**config.mk**
```make
export PLATFORM = sky130hd
export DESIGN_NAME = clkdiv_dual
export DESIGN_NICKNAME = d
export VERILOG_FILES = /design/src/rtl/clkdiv_pkg.sv /design/src/rtl/clkdivRatio.sv /design/src/rtl/chanCtrl.sv /design/src/rtl/chanPath.sv /design/src/rtl/clkdiv_dual.sv
export SDC_FILE = /design/constraint.sdc
export NUM_CORES = 1
export LEC_CHECK = 0
export ABC_AREA = 1
export BUFFER_PORTS_ARGS = -buffer_cell sky130_fd_sc_hd__buf_2
export CORE_MARGIN = 2
export CORE_UTILIZATION = 28
export CTS_CLUSTER_DIAMETER = 40
export DETAILED_ROUTE_END_ITERATION = 8
export GPL_ROUTABILITY_DRIVEN = 0
export PLACE_DENSITY = 0.47
export SLEW_MARGIN = 20
export SYNTH_ARGS = -nofsm -noshare
export SYNTH_HDL_FRONTEND = slang
export SYNTH_SLANG_ARGS = --single-unit
```
**constraint.sdc**
```tcl
create_clock -name clk -period 2.7 [get_ports clk]
set_clock_uncertainty 0.05 [all_clocks]
set_input_delay 0.27 -clock clk [delete_from_list [all_inputs] [get_ports clk]]
set_output_delay 0.27 -clock clk [all_outputs]
set_load 0.05 [all_outputs]
```
**src/rtl/clkdiv_pkg.sv**
```systemverilog
`timescale 1ns/1ps
package clkdiv_pkg;

  // Strobes from a channel's control FSM to its datapath; at most one per cycle
  typedef struct packed {
    logic start;    // load ratio, restart phase
    logic advance;  // step phase, reload ratio at terminal count
    logic quiet;    // close unity-ratio gate
    logic clear;    // return datapath to idle
  } chanStrobe_t;

  typedef enum logic [1:0] {
    ST_OFF  = 2'd0,
    ST_RUN  = 2'd1,
    ST_STOP = 2'd2
  } chanState_t;

endpackage

```
**src/rtl/clkdivRatio.sv**
```systemverilog
`timescale 1ns/1ps
module clkdivRatio #(
  parameter int PRE_W = 2,
  parameter int DIV_W = 10,
  parameter int CNT_W = 14
) (
  input  logic [PRE_W-1:0] preCode,
  input  logic [DIV_W-1:0] divWord,
  input  logic             usePre,
  input  logic             useDiv,
  output logic [CNT_W-1:0] period,
  output logic [CNT_W-1:0] highLen
);

  logic [CNT_W-1:0] preFactor;
  logic [CNT_W-1:0] divisor;
  logic [CNT_W-1:0] divHalf;

  always_comb begin
    preFactor = CNT_W'(1) << preCode;
    divisor   = CNT_W'(divWord) + CNT_W'(2);
    divHalf   = divisor >> 1;
    if (!usePre) begin
      period  = CNT_W'(1);
      highLen = '0;
    end else if (useDiv) begin
      period  = preFactor * divisor;
      highLen = preFactor * divHalf;
    end else begin
      period  = preFactor;
      highLen = preFactor >> 1;
    end
  end

endmodule

```
**src/rtl/chanCtrl.sv**
```systemverilog
`timescale 1ns/1ps
module chanCtrl
  import clkdiv_pkg::*;
(
  input  logic        clk,
  input  logic        rstN,
  input  logic        enReq,
  input  logic        outLevel,
  input  logic        isOne,
  output chanStrobe_t stb,
  output logic        drive
);

  chanState_t state, stateNext;
  logic       driveNext;

  always_comb begin
    stb       = '0;
    stateNext = state;
    driveNext = drive;
    unique case (state)
      ST_OFF: begin
        if (enReq) begin
          stb.start = 1'b1;
          stateNext = ST_RUN;
          driveNext = 1'b1;
        end
      end
      ST_RUN: begin
        if (enReq) begin
          stb.advance = 1'b1;
        end else if (isOne) begin
          stb.quiet = 1'b1;
          stateNext = ST_STOP;
        end else if (!outLevel) begin
          stb.clear = 1'b1;
          stateNext = ST_OFF;
          driveNext = 1'b0;
        end else begin
          stb.advance = 1'b1;
        end
      end
      ST_STOP: begin
        stb.clear = 1'b1;
        stateNext = ST_OFF;
        driveNext = 1'b0;
      end
      default: begin
        stateNext = ST_OFF;
        driveNext = 1'b0;
      end
    endcase
  end

  always_ff @(posedge clk or negedge rstN) begin
    if (!rstN) begin
      state <= ST_OFF;
      drive <= 1'b0;
    end else begin
      state <= stateNext;
      drive <= driveNext;
    end
  end

endmodule

```
**src/rtl/chanPath.sv**
```systemverilog
`timescale 1ns/1ps
module chanPath
  import clkdiv_pkg::*;
#(
  parameter int CNT_W = 14
) (
  input  logic             clk,
  input  logic             rstN,
  input  chanStrobe_t      stb,
  input  logic [CNT_W-1:0] newPeriod,
  input  logic [CNT_W-1:0] newHigh,
  output logic             outLevel,
  output logic             atTc,
  output logic             isOne,
  output logic             clkOut
);

  logic [CNT_W-1:0] curPeriod;
  logic [CNT_W-1:0] curHigh;
  logic [CNT_W-1:0] phase;
  logic [CNT_W-1:0] phaseInc;
  logic             runOne;
  logic             gateLow;
  logic             reload;

  assign phaseInc = phase + CNT_W'(1);
  assign atTc     = (phase == curPeriod - CNT_W'(1));
  assign isOne    = (curPeriod == CNT_W'(1));
  assign reload   = stb.start | (stb.advance & atTc);

  always_ff @(posedge clk or negedge rstN) begin
    if (!rstN) begin
      curPeriod <= CNT_W'(1);
      curHigh   <= '0;
      phase     <= '0;
      outLevel  <= 1'b0;
      runOne    <= 1'b0;
    end else if (stb.clear) begin
      phase    <= '0;
      outLevel <= 1'b0;
      runOne   <= 1'b0;
    end else if (stb.quiet) begin
      runOne <= 1'b0;
    end else if (reload) begin
      curPeriod <= newPeriod;
      curHigh   <= newHigh;
      phase     <= '0;
      outLevel  <= (newHigh != '0);
      runOne    <= (newPeriod == CNT_W'(1));
    end else if (stb.advance) begin
      phase    <= phaseInc;
      outLevel <= (phaseInc < curHigh);
    end
  end

  // Gate for the unity ratio only moves while clk is low
  always_ff @(negedge clk or negedge rstN) begin
    if (!rstN) gateLow <= 1'b0;
    else       gateLow <= runOne;
  end

  assign clkOut = (clk & gateLow) | outLevel;

endmodule

```
**src/rtl/clkdiv_dual.sv**
```systemverilog
`timescale 1ns/1ps
module clkdiv_dual
  import clkdiv_pkg::*;
#(
  parameter int PRE_W = 2,
  parameter int DIV_W = 10
) (
  input  logic             clk,
  input  logic             rstN,
  input  logic [PRE_W-1:0] pre0Code,
  input  logic [PRE_W-1:0] pre1Code,
  input  logic [DIV_W-1:0] divWord,
  input  logic             divBypass,
  input  logic             out0Sel,
  input  logic             en0Req,
  input  logic             en1Req,
  output logic             clkOut0,
  output logic             clkOut1,
  output logic             drive0,
  output logic             drive1
);

  localparam int NUM_OUT    = 2;
  localparam int MAX_PRE    = 1 << ((1 << PRE_W) - 1);
  localparam int MAX_PERIOD = MAX_PRE * ((1 << DIV_W) + 1);
  localparam int CNT_W      = $clog2(MAX_PERIOD + 1);

  logic [PRE_W-1:0] preCode [NUM_OUT];
  logic             usePre  [NUM_OUT];
  logic             useDiv  [NUM_OUT];
  logic             enReq   [NUM_OUT];
  logic             clkOut  [NUM_OUT];
  logic             drive   [NUM_OUT];

  assign preCode[0] = pre0Code;
  assign preCode[1] = pre1Code;
  assign usePre[0]  = out0Sel;
  assign usePre[1]  = 1'b1;
  assign useDiv[0]  = 1'b0;
  assign useDiv[1]  = ~divBypass;
  assign enReq[0]   = en0Req;
  assign enReq[1]   = en1Req;
  assign clkOut0    = clkOut[0];
  assign clkOut1    = clkOut[1];
  assign drive0     = drive[0];
  assign drive1     = drive[1];

  for (genvar g = 0; g < NUM_OUT; g++) begin : g_chan
    logic [CNT_W-1:0] period;
    logic [CNT_W-1:0] highLen;
    chanStrobe_t      stb;
    logic             outLevel;
    logic             atTc;
    logic             isOne;

    clkdivRatio #(.PRE_W(PRE_W), .DIV_W(DIV_W), .CNT_W(CNT_W)) u_ratio (
      .preCode (preCode[g]),
      .divWord (divWord),
      .usePre  (usePre[g]),
      .useDiv  (useDiv[g]),
      .period  (period),
      .highLen (highLen)
    );

    chanCtrl u_ctrl (
      .clk      (clk),
      .rstN     (rstN),
      .enReq    (enReq[g]),
      .outLevel (outLevel),
      .isOne    (isOne),
      .stb      (stb),
      .drive    (drive[g])
    );

    chanPath #(.CNT_W(CNT_W)) u_path (
      .clk       (clk),
      .rstN      (rstN),
      .stb       (stb),
      .newPeriod (period),
      .newHigh   (highLen),
      .outLevel  (outLevel),
      .atTc      (atTc),
      .isOne     (isOne),
      .clkOut    (clkOut[g])
    );
  end

endmodule

```
==> summary.md, run 1 <==
| Metric | Value |
|---|---|
| Yosys top cell by area | `dfrtp_1` |
| Mux share of post-synthesis cell area | `0%` |
| Largest family of logic cells by synthesized area | `simple AND/OR/NAND/NOR gates` |
| R2R cell count | `19` |
| Slew @ Worst Pin | `0.769 ns` |
| Vias in the first global route | `6750` |
| Most frequent cells after synthesis | `nand2_1 (259), inv_1 (168), nor2_1 (96)` |
| Ports | `24` |
| Mapped Area | `0.00730 mm²` |
| Adder-cell share of the synthesized area | `19.5%` |
| Synth area leaders | `dfrtp_1 (23%), ha_1 (15%), nand2_1 (13%), inv_1 (8.6%), nand3_1 (5.8%)` |
| Drt pass-1 iters | `4` |
| Hold_ws | `0.0762 ns` |
| Total track usage | `14.8%` |
| Initial detailed-routing violation count | `310` |
| CTS tree | `built` |
| Residual DRC | `0` |
| Failing checks | `setup timing` |
| Post-Route WL | `19300 µm` |
| Syn Area/Cell | `7.13 µm²` |
| PD cells | `773 mW/mm²` |
| Final setup margin | `-1.57 ns` |
| Share of power burned in registers | `22.3%` |
| Switching Fraction | `45.1%` |
| Share of cells above drive strength 1 | `33.4%` |
| Synth Instances | `1024` |
| Grt total ovfl | `0` |
| Compound-Gate Fraction of Synth Area | `9.03%` |
| Filler Cells Inserted | `2722` |
| Final min period | `4.27 ns` |
| Combinational Power Share | `57.0%` |
| Critical path type | `in2reg` |
| WL/cell | `12.5 µm` |
| Peak VDD IR | `395 µV` |
| Ant. Diodes | `0` |
| Period utilisation layout | `158%` |
| Arr. time, crit path | `4.55 ns` |
| Synth Area in XOR/XNOR | `4.87%` |
| P&R area growth vs syn | `41.6%` |
| Max-slew violations | `0` |
| RSZ-0062 raised after global routing | `true` |
| Clock transition at path regs | `0.06 ns` |
| Setup-failing EPs final | `28` |
| Distinct cell type count after synthesis | `46` |
| CP Launch Type | `primary input` |
| Initial antenna violation count | `0` |
| Sw Pwr | `0.00361 W` |
| Post-route ant nets | `0` |
| Top cell type's share of synthesized area | `23.3%` |
| Cell Int Power | `0.00439 W` |
| Asr flop ratio synth | `100%` |
| Die Span Y | `165 µm` |
| Reg area | `0.00180 mm²` |
| Core Box Area | `0.0258 mm²` |
| Relative slew slack | `48.7%` |
| Clk pwr share | `20.7%` |
| Sequential-to-total area share from yosys stat | `24.7%` |
| Post-Syn Nets | `1147` |
| Largest net degree at the start of global routing | `58` |
| Max-Cap Viols | `0` |
| Critical path capture point type | `flop` |
| Placement Rows | `59` |
| Area occupied by multi-input gates | `0.00564 mm²` |
| Min-delay worst type | `in2reg` |
| Hold path depth | `3` |
| Status | `finished with violations` |
| Net count, final | `1326` |
| P_leak | `5.20 nW` |
| CP required | `2.98 ns` |
| Die Area | `0.0274 mm²` |
| Via/cell ratio | `4.46` |
| Post-Synth Simple-Gate Area | `31.8%` |
| Yosys reg bits | `72` |
| Max Fclk | `234 MHz` |
| Effective utilization at floorplan | `28.3%` |
| Pre-CTS setup slack | `-2.23 ns` |
| Critical path fanouts, max | `4` |
| Die width | `165 µm` |
| Number of synthesized flops with an enable pin | `0` |
| Via count | `6885` |
| First-pass GRT wire length | `32400 µm` |
| Synth Flop Type | `dfrtp_1` |
| Ys Warns | `0` |
| DPL Wire Length | `15600 µm` |
| Cell with the most instances after synthesis | `nand2_1` |
| R2r setup slk | `-0.21 ns` |
| Clk Latency, worst-skew pair | `0.44 ns` |
| I/O Buffers | `23` |
| Final number of hold-violating endpoints | `0` |
-- flip-flops by register name (all words and copies together) (netlist names) --
name	cells
g_chan.u_ctrl.state	4
g_chan.u_path.phase	28
g_chan.u_path.runOne	2
g_chan.u_path.curPeriod	18
g_chan.u_ctrl.drive	2
g_chan.u_path.gateLow	2
g_chan.u_path.outLevel	2
g_chan.u_path.curHigh	14
-- layer usage --
layer  part of all wire (%)  track usage (%)  up-vias
met5                      0                0        -
met4                    1.1             3.41        0
met3                    2.1             1.95       14
met2                     47             25.2       72
met1                     49             19.9     3153
li1                       -                -     3646
-- placed cells by master (no fill, tap or decap), types with 15 or more instances in the layout --
cell,instances
nor2_2,16
ha_1,52
nand2_1,235
buf_6,20
o21ai_0,29
o21ai_2,24
nand2_2,41
nand4_1,22
nor2_1,75
inv_1,154
xor2_1,29
buf_4,133
buf_2,17
ha_4,31
nand3_1,56
dfrtp_1,68
fa_1,15
nand3_2,24
-- final cells by class --
class / instances / share of cell area (%)
Inverter: 170 / 6.22
Clock buffer: 17 / 3.51
Tap cell: 335 / 4.06
Multi-Input combinational cell: 768 / 54.5
Timing Repair Buffer: 176 / 13.6
Sequential cell: 72 / 17.5
Clock inverter: 6 / 0.581
-- worst max-delay path, stage by stage --
cell      delay [ns]
buf_8           0.09
nand3_4         0.06
nand3b_1        0.19
nor3_2          0.21
inv_1           0.07
nor2_2          0.12
inv_1           0.06
nor2_2          0.13
nand3_2         0.09
fa_1            0.51
fa_1            0.44
fa_1            0.51
inv_2           0.05
ha_4            0.26
ha_4            0.19
ha_4            0.33
nand2_8         0.08
nor2_4          0.13
nand2_1         0.10
nand3_2         0.08
nand2_1         0.06
nand3_2         0.08
nand3_2         0.08
nor3_2          0.19
nand2_1         0.07
nand3_1         0.07
nand2_1         0.05
-- worst paths after layout --
| path | endpoint | from |
|---|---|---|
| max | g_chan[1].u_path.outLevel | divWord[1] |
| max in group asynchronous | g_chan[0].u_path.gateLow | rstN |
| min | g_chan[0].u_path.curPeriod[2] | out0Sel |
| min reg2reg | g_chan[1].u_path.curHigh[8] | g_chan[1].u_path.curHigh[8] |
| min in group asynchronous | g_chan[0].u_path.phase[8] | rstN |
| max reg2reg | g_chan[1].u_path.outLevel | g_chan[1].u_path.phase[1] |
-- timing repair --
item / CTS / global route
hold endpoints to repair: 13 / 0
gates cloned: 0 / 0
gates resized for setup: 82 / 71
pin swaps: 61 / 69
setup buffers: 12 / 11
hold buffers: 1 / 0
setup endpoints to repair: 28 / 44
-- per-stage QoR --
step | util (%) | total power, W | std cells | TNS (ns) | instance area, µm²
after global routing | 40.0 | 0.00876 | 1544 | -28.79 | 10300
after floorplan | - | 0.00494 | 1024 | -24.36 | 7610
after detailed placement | 35.3 | 0.00621 | 1506 | -37.78 | 9110
final | 40.0 | 0.00799 | 1544 | -23.76 | 10300
after global placement | 35.3 | 0.00619 | 1506 | -37.19 | 9110
after CTS | 38.6 | 0.00796 | 1540 | -24.40 | 9980
-- cell families (layout without fill, tap and decap cells) --
kind of cell | after synthesis | after routing
xor+xnor | 39 | 39
fa+ha+maj | 103 | 103
buf+inv | 184 | 369
flops | 72 | 72
compound gates | 107 | 107
simple gates | 519 | 519
-- power by group through the flow --
stage / Clock (W) / Combinational, W / Sequential, W
after floorplan: 0.0000851 / 0.00309 / 0.00176
after global placement: 0.000102 / 0.00430 / 0.00180
after detailed placement: 0.000102 / 0.00431 / 0.00180
after CTS: 0.00169 / 0.00449 / 0.00178
after global routing: 0.00175 / 0.00516 / 0.00184
final: 0.00166 / 0.00456 / 0.00178
Note: power is estimated with default switching activity, not from simulation.
==> run 2, diff against run 1 <==
--- a/config.mk
+++ b/config.mk
@@ -12,7 +12,6 @@
 export CTS_CLUSTER_DIAMETER = 40
 export DETAILED_ROUTE_END_ITERATION = 8
 export GPL_ROUTABILITY_DRIVEN = 0
-export PLACE_DENSITY = 0.47
 export SLEW_MARGIN = 20
 export SYNTH_ARGS = -nofsm -noshare
 export SYNTH_HDL_FRONTEND = slang
==> run 2 against run 1 <==
Compared with the run above:
- the flow still finishes with violations (setup timing)
- register-to-register slack worse by 0.11 ns
- highest routed layer is now met5
- routed wire length shrank 1.7%
- critical path depth did not move
- utilization shrank 0.37 points
- fmax down 0.49%
- cell count decreased by 0.58%
- clock power hardly changed
- setup slack lost 0.021 ns
- final area decreased by 0.92%
==> summary.md, run 2 (same netlist as run 1, synthesis figures left out) <==
| Metric | Value |
|---|---|
| Status | `finished with violations` |
| Failing checks | `setup timing` |
| First-pass GRT wire length | `32400 µm` |
| RSZ-0062 raised after global routing | `true` |
| Critical path fanouts, max | `4` |
| Most frequent CP cell | `nand3_2` |
| P&R area growth vs syn | `40.3%` |
| Max-Cap Viols | `0` |
| Final min period | `4.29 ns` |
| Via count | `6997` |
| Drt pass-1 iters | `4` |
| Residual DRC | `0` |
| Initial antenna violation count | `1` |
| WHS Endpoint | `g_chan[0].u_path.curPeriod[3]` |
| Grt total ovfl | `0` |
| Slew @ Worst Pin | `0.767 ns` |
| Post-Place Cells | `1496` |
| Net count, final | `1317` |
| Largest Register | `g_chan.u_path.phase` |
| Fin cells | `1535` |
| R2r setup slk | `-0.32 ns` |
| P_leak | `5.14 nW` |
| Hold path depth | `3` |
| Core Box Area | `0.0258 mm²` |
| Min-delay worst type | `in2reg` |
| Share of cells above drive strength 1 | `32.5%` |
| WL/cell | `12.3 µm` |
| Ant. Diodes | `0` |
| Max reg flops | `28` |
| CP Launch Type | `primary input` |
| Die Area | `0.0274 mm²` |
| Relative slew slack | `48.8%` |
| I/O Buffers | `23` |
| Period utilisation layout | `159%` |
| Pre-CTS setup slack | `-2.18 ns` |
| Placement Rows | `59` |
| Ports | `24` |
| Critical path capture point type | `flop` |
| Slowest CP cell | `fa_1` |
| Max-slew violations | `0` |
| Clk Latency, worst-skew pair | `0.46 ns` |
| CTS tree | `built` |
| Largest net degree at the start of global routing | `60` |
| Crit path buffers/inverters | `4` |
| R2R Path Start | `g_chan[1].u_path.phase[0]` |
| Via/cell ratio | `4.56` |
| Initial detailed-routing violation count | `284` |
| HP Start | `pre0Code[0]` |
| Arr. time, crit path | `4.58 ns` |
| Post-Route WL | `19000 µm` |
| Worst path depth | `27` |
| DPL Wire Length | `14500 µm` |
| Largest stage delay, worst path | `0.56 ns` |
| Max Fclk | `233 MHz` |
| PD cells | `766 mW/mm²` |
| Clock transition at path regs | `0.06 ns` |
| CP required | `2.99 ns` |
| Setup-failing EPs final | `28` |
| Largest regs | `g_chan.u_path.phase: 28 flops, g_chan.u_path.curPeriod: 18 flops, g_chan.u_path.curHigh: 14 flops` |
| R2R cell count | `19` |
| Critical path's top delay family | `adder cells` |
| Post-route ant nets | `0` |
| Reg2reg end | `g_chan[1].u_path.outLevel` |
| Filler Cells Inserted | `2636` |
| Most common cell after layout, fill and taps aside | `nand2_1` |
| Critical path type | `in2reg` |
| Vias in the first global route | `7114` |
| Die Span Y | `165 µm` |
| Final number of hold-violating endpoints | `0` |
| Total track usage | `14.5%` |
| Die width | `165 µm` |
| Final setup margin | `-1.59 ns` |
| Effective utilization at floorplan | `28.3%` |
| Peak VDD IR | `707 µV` |
| Most frequent cells in the layout | `nand2_1 (232), inv_1 (157), buf_4 (127)` |
-- run 2: cell count changes in the layout (fill, tap and decap cells not counted), sizes merged --
cell	previous run	this run
clkbuf	15	18
clkinv	3	1
buf	177	167
-- run 2: metrics by stage --
step / total power (W) / util [%] / cell area [µm²] / TNS [ns] / hold WS, ns
floorplan: 0.00494 / - / 7610 / -24.36 / -0.0756
global placement: 0.00596 / 34.9 / 9020 / -37.55 / 0.105
detailed placement: 0.00603 / 34.9 / 9020 / -38.64 / 0.107
CTS: 0.00779 / 38.6 / 9970 / -23.84 / 0.0537
global route: 0.00858 / 39.6 / 10200 / -30.52 / 0.0728
finish: 0.00785 / 39.6 / 10200 / -25.53 / 0.0542
-- run 2: layout make-up --
| type | instances | area (µm²) | area share, % |
|---|---|---|---|
| Inverter | 170 | 638 | 6.23 |
| Multi-Input combinational cell | 768 | 5620 | 54.9 |
| Clock buffer | 19 | 373 | 3.64 |
| Sequential cell | 72 | 1800 | 17.6 |
| Tap cell | 335 | 419 | 4.09 |
| Clock inverter | 4 | 53.8 | 0.525 |
| Timing Repair Buffer | 167 | 1330 | 13.0 |
-- run 2: worst max-delay path by stage --
| stage | from | endpoint | slack, ns |
|---|---|---|---|
| after floorplan | divWord[2] | g_chan[1].u_path.outLevel | -1.78 |
| after global placement | divWord[1] | g_chan[1].u_path.outLevel | -2.14 |
| after detailed placement | divWord[1] | g_chan[1].u_path.outLevel | -2.18 |
| after CTS | divWord[2] | g_chan[1].u_path.runOne | -1.57 |
| after global routing | divWord[2] | g_chan[1].u_path.outLevel | -1.88 |
| final | divWord[1] | g_chan[1].u_path.outLevel | -1.59 |
-- run 2: what timing repair did --
| action | 4_1_cts | 5_1_grt |
|---|---|---|
| endpoints found under the hold margin | 11 | 0 |
| hold buffers | 1 | 0 |
| pin swaps | 63 | 46 |
| gates resized for setup | 93 | 43 |
| buffers inserted | 12 | 7 |
| endpoints found under the setup margin | 28 | 34 |
| gates cloned | 0 | 1 |
-- run 2: tightest hold or removal path: stages --
cell	delay, ns
buf_2	0.12
nand3_1	0.06
o21ai_0	0.07
-- run 2: where the power goes --
part / internal, W / switching (W) / leakage, nW
registers: 0.00144 / 0.000337 / 0.959
clock network: 0.00104 / 0.000631 / 0.212
logic: 0.00181 / 0.00259 / 3.97
total: 0.00429 / 0.00356 / 5.14
-- run 2: metal layers --
layer	track usage [%]	part of all wire, %	vias up
li1	-	-	3610
met1	17.0	44	3287
met2	27.1	52	72
met3	1.80	1.8	26
met4	5.09	2.3	2
met5	0	0.069	-
==> run 3, diff against run 2 <==
--- a/config.mk
+++ b/config.mk
@@ -7,12 +7,12 @@
 export LEC_CHECK = 0
 export ABC_AREA = 1
 export BUFFER_PORTS_ARGS = -buffer_cell sky130_fd_sc_hd__buf_2
-export CORE_MARGIN = 2
+export CORE_MARGIN = 4
 export CORE_UTILIZATION = 28
 export CTS_CLUSTER_DIAMETER = 40
 export DETAILED_ROUTE_END_ITERATION = 8
 export GPL_ROUTABILITY_DRIVEN = 0
-export SLEW_MARGIN = 20
+export SLEW_MARGIN = 15
 export SYNTH_ARGS = -nofsm -noshare
 export SYNTH_HDL_FRONTEND = slang
 export SYNTH_SLANG_ARGS = --single-unit
==> constraint.sdc (replaced) <==
create_clock -name clk -period 2.7 [get_ports clk]
set_clock_uncertainty 0.05 [all_clocks]
set_input_delay 0.27 -clock clk [delete_from_list [all_inputs] [get_ports clk]]
set_output_delay 0.27 -clock clk [all_outputs]
set_load 0.02 [all_outputs]
==> run 3 against run 2 <==
Compared with the run above:
- the flow still finishes with violations (setup timing)
- cell count is the same
- first-iteration DRC count grew 37%
- final area grew 0.37%
- highest routed layer is now met4
==> summary.md, run 3 (same netlist as run 1, synthesis figures left out) <==
| Metric | Value |
|---|---|
| RSZ-0062 raised after global routing | `true` |
| Max Fclk | `239 MHz` |
| Max-Cap Viols | `0` |
| Critical path fanouts, max | `4` |
| I/O Buffers | `23` |
| Share of cells above drive strength 1 | `32.4%` |
| Grt total ovfl | `0` |
| Core Box Area | `0.0254 mm²` |
| Initial antenna violation count | `0` |
| Ant. Diodes | `0` |
| Filler Cells Inserted | `2561` |
| Clk pwr share | `21.4%` |
| Relative slew slack | `48.9%` |
| Residual DRC | `0` |
| Largest net degree at the start of global routing | `60` |
| Largest Register | `g_chan.u_path.phase` |
| Via count | `7120` |
| WL/cell | `12.6 µm` |
| Die width | `169 µm` |
| Net count, final | `1322` |
| Final setup margin | `-1.49 ns` |
| Sw Pwr | `0.00350 W` |
| Period utilisation layout | `155%` |
| Combinational Power Share | `56.0%` |
| Switching Fraction | `44.3%` |
| Most frequent cells in the layout | `nand2_1 (237), inv_1 (153), buf_4 (119)` |
| CP Launch Point | `divWord[2]` |
| Final min period | `4.19 ns` |
| Setup TNS | `-24.96 ns` |
| Slowest CP cell | `fa_1` |
| P&R area growth vs syn | `40.8%` |
| Die Area | `0.0287 mm²` |
| Largest stage delay, worst path | `0.54 ns` |
| Util after Layout | `40.5%` |
| Dpl cell area | `0.00905 mm²` |
| Status | `finished with violations` |
| Via/cell ratio | `4.64` |
| Largest regs | `g_chan.u_path.phase: 28 flops, g_chan.u_path.curPeriod: 18 flops, g_chan.u_path.curHigh: 14 flops` |
| R2r setup slk | `-0.36 ns` |
| CP Launch Type | `primary input` |
| Initial detailed-routing violation count | `390` |
| Vias in the first global route | `7335` |
| Pre-CTS setup slack | `-2.13 ns` |
| Share of power burned in registers | `22.6%` |
| P_leak | `5.18 nW` |
| Effective utilization at floorplan | `28.7%` |
| R2R cell count | `19` |
| R2R Path Start | `g_chan[1].u_path.phase[0]` |
| CTS tree | `built` |
| Max reg flops | `28` |
| Critical path capture point type | `flop` |
| Fin area | `0.0103 mm²` |
| Peak VDD IR | `660 µV` |
| Clock transition at path regs | `0.06 ns` |
| Placement Rows | `58` |
| Ports | `24` |
| Drt pass-1 iters | `7` |
| Slew @ Worst Pin | `0.767 ns` |
| Most common cell after layout, fill and taps aside | `nand2_1` |
| Reg2reg end | `g_chan[1].u_path.outLevel` |
| PD cells | `768 mW/mm²` |
| Clk Latency, worst-skew pair | `0.45 ns` |
| Post-route ant nets | `0` |
| Max-slew violations | `0` |
| DPL Wire Length | `15100 µm` |
| First-pass GRT wire length | `33000 µm` |
| Setup-failing EPs final | `28` |
| Min-delay worst type | `in2reg` |
| Critical path type | `in2reg` |
| Hold_ws | `0.0749 ns` |
| Most frequent CP cell | `nand2_1` |
| Total track usage | `13.8%` |
| CP required | `3.04 ns` |
| Setup crit end | `g_chan[1].u_path.runOne` |
| Post-Route WL | `19300 µm` |
| Cell Int Power | `0.00440 W` |
| Arr. time, crit path | `4.53 ns` |
| Hold path depth | `3` |
| Final number of hold-violating endpoints | `0` |
| Die Span Y | `169 µm` |
| Failing checks | `setup timing` |
run 3: routing by layer:
| layer | track usage, % | vias up | wire, µm |
|---|---|---|---|
| met1 | 16.1 | 3306 | 8390 |
| met4 | 5.64 | 0 | 518 |
| met3 | 1.91 | 45 | 596 |
| met5 | 0 | - | 0 |
| met2 | 25.2 | 146 | 9790 |
| li1 | - | 3623 | - |
run 3: critical path, delay by kind of cell:
family | cells | cell delay (ns)
buf+inv | 3 | 0.26
fa+ha+maj | 6 | 2.26
simple gates | 18 | 1.73
run 3: power by group through the flow:
stage               Combinational, W  Sequential (W)  Clock [W]
floorplan                    0.00309         0.00173  0.0000393
finish                       0.00442         0.00178    0.00169
CTS                          0.00439         0.00178    0.00172
detailed placement           0.00417         0.00180  0.0000554
global route                 0.00500         0.00184    0.00176
global placement             0.00409         0.00179  0.0000554
run 3: per-stage QoR:
stage	power, W	std cells
after floorplan	0.00486	1024
final	0.00789	1535
after detailed placement	0.00602	1492
after global placement	0.00593	1492
after CTS	0.00790	1531
after global routing	0.00861	1535
run 3: area by class of cell:
cell class              instances  area [µm²]  share of cell area (%)
multi-input cells             768        5560                    54.1
flip-flops and latches         72        1800                    17.6
clock buffers                  18         359                    3.49
repair buffers                172        1420                    13.8
well taps                     330         413                    4.02
inverters                     170         643                    6.26
clock inverters                 5        81.3                   0.791
run 3: worst min-delay path by stage:
stage / slack (ns) / endpoint / start
floorplan: -0.08 / g_chan[0].u_ctrl.drive / rstN
global placement: 0.09 / g_chan[0].u_path.phase[9] / rstN
detailed placement: 0.09 / g_chan[0].u_path.phase[9] / rstN
CTS: 0.07 / g_chan[0].u_path.curPeriod[3] / out0Sel
global route: 0.11 / g_chan[0].u_path.curPeriod[2] / out0Sel
finish: 0.07 / g_chan[0].u_path.curPeriod[3] / out0Sel
run 3: timing repair:
item / CTS / global route
endpoints found under the hold margin: 11 / 0
resized for setup: 115 / 29
setup endpoints to repair: 28 / 30
pin swaps: 80 / 23
buffers inserted: 18 / 7
hold buffers: 1 / 0
gates cloned: 0 / 0
